## config.mk

```make
export PLATFORM = sky130hd
export DESIGN_NAME = flash_cmd_decoder
export DESIGN_NICKNAME = d
export VERILOG_FILES = /design/src/rtl/fcd_pkg.sv /design/src/rtl/fcd_cycle_match.sv /design/src/rtl/fcd_id_read.sv /design/src/rtl/fcd_seq_fsm.sv /design/src/rtl/flash_cmd_decoder.sv
export SDC_FILE = /design/constraint.sdc
export NUM_CORES = 1
export LEC_CHECK = 0
export BUFFER_PORTS_ARGS = -buffer_cell sky130_fd_sc_hd__buf_2
export CORE_UTILIZATION = 40
export CTS_BUF_LIST = sky130_fd_sc_hd__clkbuf_8
export CTS_CLUSTER_DIAMETER = 200
export DETAILED_ROUTE_END_ITERATION = 8
export HOLD_SLACK_MARGIN = 0.03
export PLACE_DENSITY = 0.66
export SYNTH_ARGS = -nofsm -noshare
export SYNTH_HDL_FRONTEND = slang
export SYNTH_SLANG_ARGS = --single-unit
```

## constraint.sdc

```tcl
create_clock -name clk -period 3.65 [get_ports clk]
set_input_delay 0.365 -clock clk [delete_from_list [all_inputs] [get_ports clk]]
set_output_delay 0.365 -clock clk [all_outputs]
set_load 0.02 [all_outputs]
```

## src/rtl/fcd_pkg.sv

```systemverilog
package fcd_pkg;
  typedef enum logic [2:0] {
    M_READ = 3'd0, M_AUTOSEL = 3'd1, M_CFI = 3'd2,
    M_BYPASS = 3'd3, M_ERASING = 3'd4, M_SUSPENDED = 3'd5
  } mode_e;

  typedef enum logic [3:0] {
    C_NONE = 4'd0, C_RESET = 4'd1, C_PROGRAM = 4'd2, C_CHIP_ERASE = 4'd3,
    C_SECTOR_ERASE = 4'd4, C_AUTOSEL = 4'd5, C_CFI = 4'd6,
    C_BYP_ENTER = 4'd7, C_BYP_EXIT = 4'd8, C_SUSPEND = 4'd9, C_RESUME = 4'd10
  } cmd_e;

  typedef enum logic [3:0] {
    S_IDLE, S_U1, S_U2, S_PROG, S_E1, S_E2, S_E3, S_BPROG, S_BERASE, S_BEXIT
  } step_e;

  localparam logic [7:0] OP_KEY1    = 8'hAA;
  localparam logic [7:0] OP_KEY2    = 8'h55;
  localparam logic [7:0] OP_PROG    = 8'hA0;
  localparam logic [7:0] OP_ERASE   = 8'h80;
  localparam logic [7:0] OP_CHIP    = 8'h10;
  localparam logic [7:0] OP_SECTOR  = 8'h30;
  localparam logic [7:0] OP_BYPASS  = 8'h20;
  localparam logic [7:0] OP_IDENT   = 8'h90;
  localparam logic [7:0] OP_CFI     = 8'h98;
  localparam logic [7:0] OP_RESET   = 8'hF0;
  localparam logic [7:0] OP_SUSPEND = 8'hB0;
  localparam logic [7:0] OP_EXIT2   = 8'h00;
endpackage

```

## src/rtl/fcd_cycle_match.sv

```systemverilog
module fcd_cycle_match #(
  parameter int CMP_W = 12,
  parameter logic [CMP_W-1:0] KEY_A = 12'h555,
  parameter logic [CMP_W-1:0] KEY_B = 12'h2AA,
  parameter logic [CMP_W-1:0] CFI_A = 12'h055
) (
  input  logic [CMP_W-1:0] cmp_addr,
  input  logic [7:0]       cmp_byte,
  output logic             at_a,
  output logic             at_b,
  output logic             at_cfi,
  output logic [7:0]       op
);
  assign at_a   = (cmp_addr == KEY_A);
  assign at_b   = (cmp_addr == KEY_B);
  assign at_cfi = (cmp_addr == CFI_A);
  assign op     = cmp_byte;
endmodule

```

## src/rtl/fcd_id_read.sv

```systemverilog
module fcd_id_read #(
  parameter int OFF_W = 8,
  parameter logic [7:0] MFR_CODE = 8'h01
) (
  input  logic             clk,
  input  logic             rst_n,
  input  logic             rd_en,
  input  logic [OFF_W-1:0] rd_offset,
  input  logic             in_autosel,
  output logic             id_valid,
  output logic [7:0]       id_data
);
  always_ff @(posedge clk) begin
    if (!rst_n) begin
      id_valid <= 1'b0;
      id_data  <= '0;
    end else begin
      id_valid <= rd_en && in_autosel;
      id_data  <= (rd_offset == '0) ? MFR_CODE : 8'h00;
    end
  end

  p_id_after_read_r6: assert property (@(posedge clk) disable iff (!rst_n)
    id_valid |-> $past(rd_en));
endmodule

```

## src/rtl/fcd_seq_fsm.sv

```systemverilog
module fcd_seq_fsm
  import fcd_pkg::*;
#(
  parameter int ADDR_W = 19,
  parameter int DATA_W = 32,
  parameter int BANK_W = 2,
  localparam int BANK_LSB = ADDR_W - BANK_W
) (
  input  logic              clk,
  input  logic              rst_n,
  input  logic              wr_en,
  input  logic [ADDR_W-1:0] addr,
  input  logic [DATA_W-1:0] data,
  input  logic              busy,
  input  logic              at_a,
  input  logic              at_b,
  input  logic              at_cfi,
  input  logic [7:0]        op,
  output logic              cmd_valid,
  output cmd_e              cmd_code,
  output logic [ADDR_W-1:0] cmd_addr,
  output logic [DATA_W-1:0] cmd_data,
  output logic [BANK_W-1:0] cmd_bank,
  output mode_e             mode
);
  step_e step_q, step_d;
  mode_e mode_q, mode_d;
  cmd_e  code_d;
  logic  fire;
  logic  ers_start, ers_sec, resume;
  logic  ers_sector_q, ret_byp_q, seen_busy_q;
  logic [BANK_W-1:0] ers_bank_q;
  logic [BANK_W-1:0] wbank;
  logic  rst_op;

  assign wbank  = addr[BANK_LSB +: BANK_W];
  assign rst_op = (op == OP_RESET);

  always_comb begin
    step_d = step_q; mode_d = mode_q; fire = 1'b0; code_d = C_NONE;
    ers_start = 1'b0; ers_sec = 1'b0; resume = 1'b0;
    if (mode_q == M_ERASING) begin
      step_d = S_IDLE;
      if (wr_en && ers_sector_q && op == OP_SUSPEND && wbank == ers_bank_q) begin
        fire = 1'b1; code_d = C_SUSPEND; mode_d = M_SUSPENDED;
      end else if (seen_busy_q && !busy) begin
        mode_d = ret_byp_q ? M_BYPASS : M_READ;
      end
    end else if (wr_en && !busy) begin
      if (rst_op && step_q != S_PROG && step_q != S_BPROG) begin
        fire = 1'b1; code_d = C_RESET; step_d = S_IDLE;
        if (mode_q != M_BYPASS && mode_q != M_SUSPENDED) mode_d = M_READ;
      end else begin
        case (mode_q)
          M_SUSPENDED: if (op == OP_SECTOR && wbank == ers_bank_q) begin
            fire = 1'b1; code_d = C_RESUME; mode_d = M_ERASING; resume = 1'b1;
          end
          M_AUTOSEL: if (at_cfi && op == OP_CFI) begin
            fire = 1'b1; code_d = C_CFI; mode_d = M_CFI;
          end
          M_BYPASS: begin
            step_d = S_IDLE;
            case (step_q)
              S_BPROG: begin fire = 1'b1; code_d = C_PROGRAM; end
              S_BERASE: if (op == OP_CHIP) begin
                fire = 1'b1; code_d = C_CHIP_ERASE; mode_d = M_ERASING; ers_start = 1'b1;
              end
              S_BEXIT: if (op == OP_EXIT2) begin
                fire = 1'b1; code_d = C_BYP_EXIT; mode_d = M_READ;
              end
              default: begin
                if (op == OP_PROG)       step_d = S_BPROG;
                else if (op == OP_ERASE) step_d = S_BERASE;
                else if (op == OP_IDENT) step_d = S_BEXIT;
              end
            endcase
          end
          M_READ: begin
            step_d = S_IDLE;
            case (step_q)
              S_IDLE: begin
                if (at_a && op == OP_KEY1) step_d = S_U1;
                else if (at_cfi && op == OP_CFI) begin
                  fire = 1'b1; code_d = C_CFI; mode_d = M_CFI;
                end
              end
              S_U1: if (at_b && op == OP_KEY2) step_d = S_U2;
              S_U2: if (at_a) begin
                case (op)
                  OP_PROG:   step_d = S_PROG;
                  OP_ERASE:  step_d = S_E1;
                  OP_BYPASS: begin fire = 1'b1; code_d = C_BYP_ENTER; mode_d = M_BYPASS; end
                  OP_IDENT:  begin fire = 1'b1; code_d = C_AUTOSEL; mode_d = M_AUTOSEL; end
                  default:   step_d = S_IDLE;
                endcase
              end
              S_PROG: begin fire = 1'b1; code_d = C_PROGRAM; end
              S_E1: if (at_a && op == OP_KEY1) step_d = S_E2;
              S_E2: if (at_b && op == OP_KEY2) step_d = S_E3;
              S_E3: begin
                if (at_a && op == OP_CHIP) begin
                  fire = 1'b1; code_d = C_CHIP_ERASE; mode_d = M_ERASING; ers_start = 1'b1;
                end else if (op == OP_SECTOR) begin
                  fire = 1'b1; code_d = C_SECTOR_ERASE; mode_d = M_ERASING;
                  ers_start = 1'b1; ers_sec = 1'b1;
                end
              end
              default: step_d = S_IDLE;
            endcase
          end
          default: ;
        endcase
      end
    end
  end

  always_ff @(posedge clk) begin
    if (!rst_n) begin
      step_q <= S_IDLE; mode_q <= M_READ;
      cmd_valid <= 1'b0; cmd_code <= C_NONE;
      cmd_addr <= '0; cmd_data <= '0; cmd_bank <= '0;
      ers_sector_q <= 1'b0; ers_bank_q <= '0; ret_byp_q <= 1'b0; seen_busy_q <= 1'b0;
    end else begin
      step_q    <= step_d;
      mode_q    <= mode_d;
      cmd_valid <= fire;
      if (fire) begin
        cmd_code <= code_d; cmd_addr <= addr; cmd_data <= data; cmd_bank <= wbank;
      end
      if (ers_start) begin
        ers_sector_q <= ers_sec;
        ers_bank_q   <= wbank;
        ret_byp_q    <= (mode_q == M_BYPASS);
        seen_busy_q  <= 1'b0;
      end else if (resume) begin
        seen_busy_q  <= 1'b0;
      end else if (mode_q == M_ERASING && busy) begin
        seen_busy_q  <= 1'b1;
      end
    end
  end

  assign mode = mode_q;

  p_strobe_after_write_r13: assert property (@(posedge clk) disable iff (!rst_n)
    cmd_valid |-> $past(wr_en));
  p_busy_blocks_r11: assert property (@(posedge clk) disable iff (!rst_n)
    ($past(busy) && $past(mode_q) != M_ERASING) |-> !cmd_valid);
  p_suspend_source_r9: assert property (@(posedge clk) disable iff (!rst_n)
    (cmd_valid && cmd_code == C_SUSPEND) |->
      ($past(mode_q) == M_ERASING && $past(ers_sector_q) && mode_q == M_SUSPENDED));
  p_resume_source_r10: assert property (@(posedge clk) disable iff (!rst_n)
    (cmd_valid && cmd_code == C_RESUME) |->
      ($past(mode_q) == M_SUSPENDED && mode_q == M_ERASING));
  p_erase_sets_mode_r3: assert property (@(posedge clk) disable iff (!rst_n)
    (cmd_valid && (cmd_code == C_CHIP_ERASE || cmd_code == C_SECTOR_ERASE)) |->
      mode_q == M_ERASING);
  p_cfi_source_r7: assert property (@(posedge clk) disable iff (!rst_n)
    (cmd_valid && cmd_code == C_CFI) |->
      ($past(mode_q) == M_READ || $past(mode_q) == M_AUTOSEL));
  p_mode_legal_r1: assert property (@(posedge clk) disable iff (!rst_n)
    mode_q inside {M_READ, M_AUTOSEL, M_CFI, M_BYPASS, M_ERASING, M_SUSPENDED});
endmodule

```

## src/rtl/flash_cmd_decoder.sv

```systemverilog
module flash_cmd_decoder
  import fcd_pkg::*;
#(
  parameter int ADDR_W = 19,
  parameter int DATA_W = 32,
  parameter int BANK_W = 2,
  parameter int CMP_W  = 12,
  parameter int OFF_W  = 8,
  parameter logic [7:0] MFR_CODE = 8'h01
) (
  input  logic              clk,
  input  logic              rst_n,
  input  logic              wr_en,
  input  logic [ADDR_W-1:0] wr_addr,
  input  logic [DATA_W-1:0] wr_data,
  input  logic              busy,
  input  logic              rd_en,
  input  logic [OFF_W-1:0]  rd_offset,
  output logic              cmd_valid,
  output logic [3:0]        cmd_code,
  output logic [ADDR_W-1:0] cmd_addr,
  output logic [DATA_W-1:0] cmd_data,
  output logic [BANK_W-1:0] cmd_bank,
  output logic [2:0]        mode,
  output logic              id_valid,
  output logic [7:0]        id_data
);
  logic       at_a, at_b, at_cfi;
  logic [7:0] op;
  cmd_e       code_w;
  mode_e      mode_w;

  fcd_cycle_match #(.CMP_W(CMP_W)) match_i (
    .cmp_addr(wr_addr[CMP_W-1:0]), .cmp_byte(wr_data[7:0]),
    .at_a(at_a), .at_b(at_b), .at_cfi(at_cfi), .op(op)
  );

  fcd_seq_fsm #(.ADDR_W(ADDR_W), .DATA_W(DATA_W), .BANK_W(BANK_W)) fsm_i (
    .clk(clk), .rst_n(rst_n), .wr_en(wr_en), .addr(wr_addr), .data(wr_data),
    .busy(busy), .at_a(at_a), .at_b(at_b), .at_cfi(at_cfi), .op(op),
    .cmd_valid(cmd_valid), .cmd_code(code_w), .cmd_addr(cmd_addr),
    .cmd_data(cmd_data), .cmd_bank(cmd_bank), .mode(mode_w)
  );

  fcd_id_read #(.OFF_W(OFF_W), .MFR_CODE(MFR_CODE)) id_i (
    .clk(clk), .rst_n(rst_n), .rd_en(rd_en), .rd_offset(rd_offset),
    .in_autosel(mode_w == M_AUTOSEL), .id_valid(id_valid), .id_data(id_data)
  );

  assign cmd_code = code_w;
  assign mode     = mode_w;
endmodule

```

# ---- Yosys cells after proc, flatten, opt, wreduce, memory -nomap -nowiden
# Cells that the tools add are included.
dict set report totals {
  output_inout_bits 70
  wordCells 167
  regBits 79
  inputBits 64
}
dict set report op_classes {
  n_reduce_logical 29
  eq_ne 43
  bitwise 1
  muxes 81
}
# operator n
set ops {}
lappend ops {{2-to-1 mux 4 bit} 15}
lappend ops {{== test 8 bit, second input constant} 7}
lappend ops {{2-to-1 mux 3 bit} 18}
lappend ops {{one-hot mux 4 bit (4 select lines)} 2}
lappend ops {{2-to-1 mux 1 bit} 30}
lappend ops {{one-hot mux 3 bit (2 select lines)} 4}
lappend ops {{one-hot mux 4 bit (5 select lines)} 1}
lappend ops {{== test 4 x 3 -> 1 bit, second input constant} 4}
lappend ops {{== test 8 x 6 -> 1 bit, second input constant} 2}
lappend ops {{zero test 8 bit} 2}
lappend ops {{logical AND 1 bit} 15}
lappend ops {{AND reduction 13 bit} 1}
lappend ops {{== test 12 x 10 -> 1 bit, second input constant} 1}
lappend ops {{== test 12 x 11 -> 1 bit, second input constant} 1}
lappend ops {{== test 12 x 7 -> 1 bit, second input constant} 1}
lappend ops {{inequality test 6 x 3 -> 1 bit, second input constant} 2}
lappend ops {{one-hot mux 3 bit (4 select lines)} 1}
lappend ops {{one-hot mux 4 bit (3 select lines)} 1}
lappend ops {{inequality test 5 x 3 -> 1 bit, second input constant} 2}
lappend ops {{inequality test 5 x 4 -> 1 bit, second input constant} 2}
lappend ops {{one-hot mux 3 bit (3 select lines)} 1}
lappend ops {{== test 4 x 2 -> 1 bit, second input constant} 2}
lappend ops {{== test 4 bit, second input constant} 2}
lappend ops {{== test 8 x 5 -> 1 bit, second input constant} 1}
lappend ops {{29 further kinds} 36}

# ---- Logic depth before layout (Yosys ltp)
# Gate-level depths: netlist of the first run.
dict set report depth {
  depth_word 9
  depth_mapped 10
}

# ---- By module
# A second synthesis of the first run with hierarchy kept.
dict set report hier_totals {
  hier_cells 477
  hier_area_um2 3926.3
}
# module area_each_um2 cells_per_inst n_inst
set modules_own_cells {}
lappend modules_own_cells {fcd_seq_fsm 3632.2 444 1}
lappend modules_own_cells {fcd_cycle_match 150.1 18 1}
lappend modules_own_cells {fcd_id_read 131.4 14 1}
lappend modules_own_cells {flash_cmd_decoder 12.5 1 1}

# ---- Least setup slack after synthesis of the first run
# OpenSTA, ideal clock, no wires.
dict set report synth_timing {
  path_type {input -> register}
  start {in wr_addr[8]}
  end {reg fsm_i.cmd_data[6]}
  path_slack_ns 1.151
  cell_stages 8
  t_required_ns 3.578
  t_arrival_ns 2.427
  setup_ns 0.072
  cell_sequence {or4_1 -> or4b_4 -> o31ai_4 -> a211oi_1 -> o22ai_2 -> buf_6 -> buf_12 -> mux2i_1}
}
dict set report synth_between {
  elab_chain_cells 9
  elab_cells_between_ends 14
  cone_classes {eq/ne: 2; mux: 9; reduce/logical: 3}
}
# element line
set synth_lines {}
lappend synth_lines {{start, declared} flash_cmd_decoder.sv:14} ;# input logic [ADDR_W-1:0] wr_addr,
lappend synth_lines {{== test 12 x 7 -> 1 bit} fcd_cycle_match.sv:16} ;# assign at_cfi = (cmp_addr == CFI_A);
lappend synth_lines {{logical AND 1 bit} {fcd_seq_fsm.sv:58, fcd_seq_fsm.sv:83}}
lappend synth_lines {{2-to-1 mux 1 bit} {fcd_seq_fsm.sv:58, fcd_seq_fsm.sv:83}}
lappend synth_lines {{2-to-1 mux 1 bit} fcd_seq_fsm.sv:82} ;# if (at_a && op == OP_KEY1) step_d = S_U1;
lappend synth_lines {{one-hot mux 1 bit (4 select lines)} fcd_seq_fsm.sv:80} ;# case (step_q)
lappend synth_lines {{one-hot mux 1 bit (4 select lines) (*)} fcd_seq_fsm.sv:54} ;# case (mode_q)
lappend synth_lines {{2-to-1 mux 1 bit (*)} fcd_seq_fsm.sv:50} ;# if (rst_op && step_q != S_PROG && step_q != S_BPROG) begin
lappend synth_lines {{2-to-1 mux 1 bit (*)} fcd_seq_fsm.sv:49} ;# end else if (wr_en && !busy) begin
lappend synth_lines {{2-to-1 mux 1 bit (*)} fcd_seq_fsm.sv:42} ;# if (mode_q == M_ERASING) begin
lappend synth_lines {{end signal, assigned} fcd_seq_fsm.sv:128} ;# cmd_code <= code_d; cmd_addr <= addr; cmd_data <= data; cmd_bank <= wbank;
lappend synth_lines {{end, declared} fcd_seq_fsm.sv:22} ;# output logic [DATA_W-1:0] cmd_data,
# Mark *: on every way between the ends. The rest lies on a longest branch, timed or not.
# A chain may end at the register's enable or synchronous reset.

# ---- Final worst setup path of the first run
dict set report layout_timing {
  start {reg fsm_i.step_q[0]}
  end {reg fsm_i.cmd_addr[7]}
}
dict set report layout_between {
  elab_chain_cells 6
  elab_cells_between_ends 17
  cone_classes {eq/ne: 8; mux: 6; reduce/logical: 3}
}
# element line
set layout_lines {}
lappend layout_lines {{start, declared} fcd_seq_fsm.sv:26} ;# step_e step_q, step_d;
lappend layout_lines {{start signal, assigned} fcd_seq_fsm.sv:124} ;# step_q <= step_d;
lappend layout_lines {{== test 4 x 3 -> 1 bit, or another cell as far along} fcd_seq_fsm.sv:80}
lappend layout_lines {{one-hot mux 1 bit (4 select lines), or another cell as far along} fcd_seq_fsm.sv:80}
lappend layout_lines {{one-hot mux 1 bit (4 select lines) / logical AND 1 bit (equally long branches)} {fcd_seq_fsm.sv:54, fcd_seq_fsm.sv:50}}
lappend layout_lines {{2-to-1 mux 1 bit (*)} fcd_seq_fsm.sv:50}
lappend layout_lines {{2-to-1 mux 1 bit (*)} fcd_seq_fsm.sv:49}
lappend layout_lines {{2-to-1 mux 1 bit (*)} fcd_seq_fsm.sv:42}
lappend layout_lines {{end signal, assigned} fcd_seq_fsm.sv:128}
lappend layout_lines {{end, declared} fcd_seq_fsm.sv:21} ;# output logic [ADDR_W-1:0] cmd_addr,
# Marks and branches as above.

==> results of run 1 <==
## per-layer routing
| layer | routed length [um] | global-route usage |
|---|---|---|
| met4 | 187 | 0.08361 |
| met3 | 646 | 0.04486 |
| met1 | 5038 | 0.2745 |
| met2 | 4719 | 0.3311 |
| met5 | 0 | 0 |
## per-stage QoR
stage | hold slack [ns] | instances | setup WS (ns) | util | power [mW]
after floorplan | 0.4409 | 492 | 1.151 | - | 0.9049
after global placement | 0.4353 | 710 | 0.7650 | 0.4706 | 0.9672
after detailed placement | 0.4443 | 710 | 0.7274 | 0.4706 | 0.9679
after CTS | 0.1561 | 726 | 1.036 | 0.4907 | 1.605
after global routing | 0.1587 | 726 | 0.8858 | 0.4907 | 1.663
final | 0.1661 | 726 | 1.027 | 0.4907 | 1.584
## area by class of cell
type | instances | share of cell area
Timing Repair Buffer | 130 | 0.1415
Clock inverter | 7 | 0.01520
Multi-Input combinational cell | 373 | 0.4858
Inverter | 4 | 0.003145
Tap cell | 133 | 0.03485
Clock buffer | 9 | 0.02594
Sequential cell | 70 | 0.2935
## flip-flops by register name (all words and copies together) (netlist names), 2 cells and up
| signal | flops |
|---|---|
| fsm_i.cmd_data | 32 |
| fsm_i.mode | 3 |
| fsm_i.cmd_addr | 18 |
| fsm_i.cmd_code | 4 |
| fsm_i.step_q | 4 |
| fsm_i.ers_bank_q | 2 |
## worst max path at each step
stage / from / endpoint / slack [ns] / depth (start not counted)
floorplan: wr_addr[8] / fsm_i.cmd_data[6]$_SDFFE_PN0P_ / 1.15 / 8
global placement: wr_addr[8] / fsm_i.cmd_addr[11]$_SDFFE_PN0P_ / 0.76 / 8
detailed placement: wr_addr[8] / fsm_i.cmd_data[25]$_SDFFE_PN0P_ / 0.73 / 8
CTS: fsm_i.step_q[0]$_SDFFE_PP0P_ / fsm_i.cmd_valid$_SDFF_PN0_ / 1.04 / 7
global route: fsm_i.step_q[1]$_SDFFE_PP0P_ / fsm_i.ers_bank_q[0]$_SDFFE_PN0P_ / 0.89 / 6
finish: fsm_i.step_q[0]$_SDFFE_PP0P_ / fsm_i.cmd_addr[7]$_SDFFE_PN0P_ / 1.03 / 7
## Yosys cell counts (all sizes together), types with 6 or more instances
| cell type | number |
|---|---|
| nand2 | 128 |
| dfxtp | 70 |
| mux2i | 60 |
| clkbuf | 30 |
| nor2 | 22 |
| buf | 15 |
| o21ai | 13 |
| a21oi | 11 |
| nand4 | 10 |
| a211oi | 8 |
| nor3 | 8 |
| nor2b | 7 |
| nor4 | 7 |
| nor4b | 7 |
| nand2b | 6 |
## cells by family after synthesis
logic type | count (synthesis) | share of synthesized area
AO/OA/AOI/OAI | 66 | 0.1185
multiplexers | 60 | 0.1509
other | 1 | 0.0009422
AND/OR/NAND/NOR | 238 | 0.3005
XOR/XNOR | 2 | 0.004402
buffers and inverters | 49 | 0.07262
flip-flops | 70 | 0.3521
## worst register-to-register path: stages (launching register included)
cell and delay [ns]:
sky130_fd_sc_hd__dfxtp_1 0.73, sky130_fd_sc_hd__nand2_1 0.27, sky130_fd_sc_hd__o211a_1 0.31, sky130_fd_sc_hd__a31oi_1 0.19, sky130_fd_sc_hd__nor4bb_1 0.43, sky130_fd_sc_hd__o22ai_4 0.13, sky130_fd_sc_hd__buf_12 0.25, sky130_fd_sc_hd__mux2i_1 0.20
## power by group through the flow
stage | logic (mW) | registers, mW | clock network, mW
6_report | 0.171 | 0.780 | 0.633
5_1_grt | 0.190 | 0.782 | 0.691
4_1_cts | 0.171 | 0.780 | 0.654
3_5_place_dp | 0.170 | 0.798 | 0
3_3_place_gp | 0.169 | 0.798 | 0
2_1_floorplan | 0.113 | 0.792 | 0
==> impl_metrics.toml, run 1 <==
[timing]
maxSlewViolCount = 0
rsz_0062_raised_after_global_routing = "false"
timing.final.hold_violations = 0
fin_crit_sh = 0.7187
period_minus_slack_ns = 2.623
timing.max_slew.rel_slack = 0.2677
timing_worst_slew_pin_value_ns = 1.099
fmax_mhz = 381.2
fin_skew_ns = 0.01109
tns_ns = 0
final-setup-viol-count = 0

[yosys]
synthesis.area_per_instance_um2 = 8.189
post_synth_instance_area_um2 = 3980
cells_after_synthesis = 486
synth_sequential_area_ratio = 0.3521
netlist_top_cells_area = "sky130_fd_sc_hd__dfxtp_1 (35%), sky130_fd_sc_hd__mux2i_1 (15%), sky130_fd_sc_hd__nand2_1 (12%), sky130_fd_sc_hd__clkbuf_1 (2.8%), sky130_fd_sc_hd__nor2_1 (2.1%)"
synth.ff_latch_count = 70
synth_largest_area_cell = "sky130_fd_sc_hd__dfxtp_1"
synth_top_cell_area_share = 0.3521
synth-edff-count = 0
synth-main-ff-cell = "sky130_fd_sc_hd__dfxtp_1"
ys.warnings.count = 0
synth_cell_type_count = 60
asyncSetResetFlopFracSynth = 0

[clock_tree]
ctsHoldBuffers = 0
clkTransAtPathRegs_ns = 0.08
cts_setup_buffers = 0
worst_skew_pair.late_latency_ns = 0.35
cts_tree = "done"
cts_inserted_buffers = 9
ctsLongestPathBuffers = 2
clock_sinks = 70
post_cts_resize_count = 0
cts_root_buf = "sky130_fd_sc_hd__clkbuf_8"
cts_htree_levels = 3

[drt]
drt_drc_violations_left = 0
ratio_of_routed_vias_to_standard_cells = 5.244
antenna_violating_nets_left = 0
drtIter0Drc = 298
via_count = 3807
detail_route.first_pass.iterations = 5
wl_per_instance_um = 14.59
routed_wl_um = 10590

[worst_setup_path]
setup_slack_reg_to_reg_ns = 1.03
critical_path_maximum_fanout = 56
timing.critical_path.cells = "nand2_1 > o211a_1 > a31oi_1 > nor4bb_1 > o22ai_4 > buf_12 > mux2i_1"
critical_path.endpoint_type = "register"
cp_top_family = "flip-flops"
setup.worst_path.class = "register to register"
critical_path.reg2reg.startpoint = "fsm_i.step_q[0]$_SDFFE_PP0P_"
critical-path-max-stage-delay_ns = 0.73
crit_required_ns = 3.88
timing.reg2reg.worst_path_depth = 7
crit_path_top_delay_cell = "sky130_fd_sc_hd__dfxtp_1"
critical_path.n_buffers_inverters = 1
setup.worst_path.start_class = "register"
worstReg2RegEnd = "fsm_i.cmd_addr[7]$_SDFFE_PN0P_"
worst-endpoint-arrival_ns = 2.85

[min_path]
beginning_of_the_worst_hold_path = "rd_offset[7]"
min_delay_worst_endpoint = "id_i.id_data[0]$_SDFF_PN0_"
hold_class = "input port to register"
whs_path_depth = 2

[cells_and_area]
drive_gt1_frac = 0.2664
syn_to_layout_area_delta_pct = 19.96
postLayoutCellArea_um2 = 4775
final_net_count = 652
multi_input_comb_area_um2 = 2320
commonest_non_fill_non_tap_cell_in_the_layout = "sky130_fd_sc_hd__nand2_1"
antenna_cells = 0
mostFrequentLayoutCells = "sky130_fd_sc_hd__nand2_1 (128), sky130_fd_sc_hd__buf_2 (125), sky130_fd_sc_hd__dfxtp_1 (70)"
register_area_um2 = 1401
filler_cell_count = 986

[power_and_ir_drop]
internal-power_mw = 1.150
total_switching_power_mw = 0.4342
power.density_nw_per_um2 = 331.7
p_leak_nw = 1.959
power.share.switching = 0.2742
share_seq_of_total_power = 0.493
vdd_ir_drop_max_mv = 0.1995
power_frac_comb = 0.108
clockPowerShare = 0.399

[grt]
initial_antenna_violation_count = 0
aggregate_global_route_resource_usage = 0.2085
first_global_vias = 3475
largest_net_degree_at_the_start_of_global_routing = 125
grt_pass1_wl_um = 16880
grt_overflow_total = 0

[place]
place_congestion = 0.9656
place.detailed.hpwl_um = 7621
port_buffers = 126
postPlaceCellArea_um2 = 4578

[status]
outcome = "complete, no violations"

[floorplanning]
coreArea_um2 = 9729
start_util = 0.4091
fp.dieArea_um2 = 10350
rows = 36
ios = 134
die_x_um = 101.8
vert_die_dim_um = 101.8

[flow_run]
max_cap_violations = 0
Power figures use the tool's default switching activity.
==> run 2, diff against run 1 <==
- ABC_AREA: not set -> 1
- PLACE_DENSITY: 0.66 -> 0.68
- clock period: 3.65 -> 2.3 ns (I/O delays scaled with it)
==> run 2 against run 1 <==
Die area is essentially flat. Clock-buffer cell count is the same. First-iteration DRC count is 43% lower. Critical endpoint is now fsm_i.cmd_data[6]$_SDFFE_PN0P_.
==> impl_metrics.toml, run 2 <==
[place]
place_congestion = 1.023
port_buffers = 126
place.detailed.hpwl_um = 7765
dp_worst_setup_slack_ns = 0.1297

[cells_and_area]
antenna_cells = 0
final_net_count = 864
syn_to_layout_area_delta_pct = 25.10
commonest_non_fill_non_tap_cell_in_the_layout = "sky130_fd_sc_hd__nand2_1"
drive_gt1_frac = 0.2248
largest_register = "fsm_i.cmd_data"
mostFrequentLayoutCells = "sky130_fd_sc_hd__nand2_1 (182), sky130_fd_sc_hd__nor2_1 (163), sky130_fd_sc_hd__buf_2 (126)"
filler_cell_count = 1053
multi_input_comb_area_um2 = 2047
largest_register_ffs = 32
register_area_um2 = 1403
final_core_util = 0.5121
layout_top_registers = "fsm_i.cmd_data: 32 flops, fsm_i.cmd_addr: 18 flops"

[yosys]
synth_top_cell_area_share = 0.3519
post_synth_instance_area_um2 = 3983
synth-edff-count = 0
synthesis.area_per_instance_um2 = 5.926
netlist_top_cells_area = "sky130_fd_sc_hd__dfxtp_1 (35%), sky130_fd_sc_hd__nand2_1 (17%), sky130_fd_sc_hd__nor2_1 (16%), sky130_fd_sc_hd__inv_1 (9.9%), sky130_fd_sc_hd__nand3_1 (4.0%)"
cells_after_synthesis = 672
synth-main-ff-cell = "sky130_fd_sc_hd__dfxtp_1"
post-synth-top-count-cell = "sky130_fd_sc_hd__nand2_1"
synth_sequential_area_ratio = 0.3519
yosys-top-cells-count = "sky130_fd_sc_hd__nand2_1 (182), sky130_fd_sc_hd__nor2_1 (168), sky130_fd_sc_hd__inv_1 (105)"
asyncSetResetFlopFracSynth = 0
synth.ff_latch_count = 70
ys.warnings.count = 0
synth_largest_area_cell = "sky130_fd_sc_hd__dfxtp_1"
synth_cell_type_count = 31

[floorplanning]
ios = 134
start_util = 0.4093
fp.dieArea_um2 = 10360
die_x_um = 101.8
vert_die_dim_um = 101.8
coreArea_um2 = 9729
rows = 36

[drt]
routed_wl_um = 10380
antenna_violating_nets_left = 0
drt_drc_violations_left = 0
detail_route.first_pass.iterations = 4
drtIter0Drc = 170
ratio_of_routed_vias_to_standard_cells = 4.586
via_count = 4302
wl_per_instance_um = 11.07

[worst_setup_path]
worstReg2RegEnd = "fsm_i.cmd_data[6]$_SDFFE_PN0P_"
setup.worst_path.start_class = "register"
setup.worst_path.class = "register to register"
critical_path.reg2reg.startpoint = "fsm_i.step_q[1]$_SDFFE_PP0P_"
timing.critical_path.cells = "buf_4 > nand2_1 > inv_1 > nand3_1 > a31oi_4 > nand2_1 > nand3_2 > nand2_4 > buf_12 > nand2_1 > nand2_1 > nor2_1"
critical_path_maximum_fanout = 51
critical_path.endpoint = "fsm_i.cmd_data[6]$_SDFFE_PN0P_"
crit_start = "fsm_i.step_q[1]$_SDFFE_PP0P_"
cp_top_family = "simple AND/OR/NAND/NOR gates"
critical_path.endpoint_type = "register"
cp_num_cells = 12
crit_top_cell = "sky130_fd_sc_hd__nand2_1"
crit_required_ns = 2.57
timing.reg2reg.worst_path_depth = 12
critical_path.n_buffers_inverters = 3
worst-endpoint-arrival_ns = 2.42
critical-path-max-stage-delay_ns = 0.40
crit_path_top_delay_cell = "sky130_fd_sc_hd__dfxtp_1"
setup_slack_reg_to_reg_ns = 0.15

[timing]
fmax_mhz = 466.0
timing.final.hold_violations = 0
final-setup-viol-count = 0
timing.max_slew.rel_slack = 0.5610
maxSlewViolCount = 0
setup_ws_ns = 0.1543
period_minus_slack_ns = 2.146
fin_crit_sh = 0.9329
tns_ns = 0
timing_worst_slew_pin_value_ns = 0.6585
fin_skew_ns = 0.01812

[clock_tree]
clock_sinks = 70
worst_skew_pair.late_latency_ns = 0.35
clkTransAtPathRegs_ns = 0.09
cts_root_buf = "sky130_fd_sc_hd__clkbuf_8"
cts_tree = "done"
cts_inserted_buffers = 9
ctsLongestPathBuffers = 2
cts_htree_levels = 3

[min_path]
hold_class = "input port to register"

[grt]
largest_net_degree_at_the_start_of_global_routing = 64
grt_overflow_total = 0
initial_antenna_violation_count = 0
first_global_vias = 3585
grt_pass1_wl_um = 16300
aggregate_global_route_resource_usage = 0.1987

[power_and_ir_drop]
p_leak_nw = 2.897
power.density_nw_per_um2 = 625.1
vdd_ir_drop_max_mv = 0.4761
finalPower_mw = 3.114

[flow_run]
max_cap_violations = 0

[status]
outcome = "complete, no violations"
==> run 2: cell type report <==
class / count / area share
Inverter: 109 / 0.08212
Clock buffer: 9 / 0.02486
Tap cell: 133 / 0.03340
Multi-Input combinational cell: 470 / 0.4108
Timing Repair Buffer: 140 / 0.1537
Sequential cell: 70 / 0.2815
Clock inverter: 7 / 0.01356
==> run 2: cells by family after synthesis <==
group	share of synthesized area
AOI/OAI and AO/OA	0.05812
DFF	0.3519
other	0.0009416
xor gates and xnor gates	0.004399
and+or+nand+nor	0.4332
buffers and inverters	0.1514
==> run 2: per-stage QoR <==
| step | hold WS (ns) | cell area, um2 | std cells |
|---|---|---|---|
| after floorplan | 0.3055 | 4005 | 678 |
| after global placement | 0.3902 | 4713 | 918 |
| after detailed placement | 0.3920 | 4713 | 918 |
| after CTS | 0.08252 | 4925 | 936 |
| after global routing | 0.08734 | 4982 | 938 |
| final | 0.09691 | 4982 | 938 |
==> run 2: metal layers <==
metal  global-route usage  routed length [um]  vias up
met5                    0                   0        -
met4              0.08138                 206        0
met3              0.03658                 468       16
met2               0.3274                4813      120
met1               0.2552                4894     1898
li1                     -                   -     2268
==> run 2: timing repair <==
| item | 4_1_cts | 5_1_grt |
|---|---|---|
| endpoints found under the setup margin | 0 | 50 |
| gates resized for setup | 0 | 12 |
| hold endpoints to repair | 1 | 0 |
| setup buffers | 0 | 2 |
| hold buffers | 2 | 0 |
==> run 2: worst min path at each step <==
stage	from	to	slack, ns	cells after the start
after global placement	rd_offset[6]	id_i.id_data[0]$_SDFF_PN0_	0.39	2
after floorplan	rd_offset[4]	id_i.id_data[0]$_SDFF_PN0_	0.31	1
final	wr_data[28]	fsm_i.cmd_data[28]$_SDFFE_PN0P_	0.1	3
after global routing	wr_data[13]	fsm_i.cmd_data[13]$_SDFFE_PN0P_	0.09	3
after CTS	wr_data[13]	fsm_i.cmd_data[13]$_SDFFE_PN0P_	0.08	3
after detailed placement	rd_offset[4]	id_i.id_data[0]$_SDFF_PN0_	0.39	2
==> run 2: tightest hold or removal path: stages <==
cell	delay, ns
sky130_fd_sc_hd__buf_2	0.07
sky130_fd_sc_hd__nor2_1	0.03
sky130_fd_sc_hd__nor2_1	0.08
==> run 2: report_power, final <==
| group | internal (mW) | switching, mW | leakage, nW | total (mW) |
|---|---|---|---|---|
| Clock | 0.495 | 0.479 | 0.102 | 0.974 |
| Sequential | 1.25 | 0.0388 | 0.565 | 1.29 |
| Combinational | 0.263 | 0.590 | 2.23 | 0.854 |
| Total | 2.01 | 1.11 | 2.90 | 3.11 |
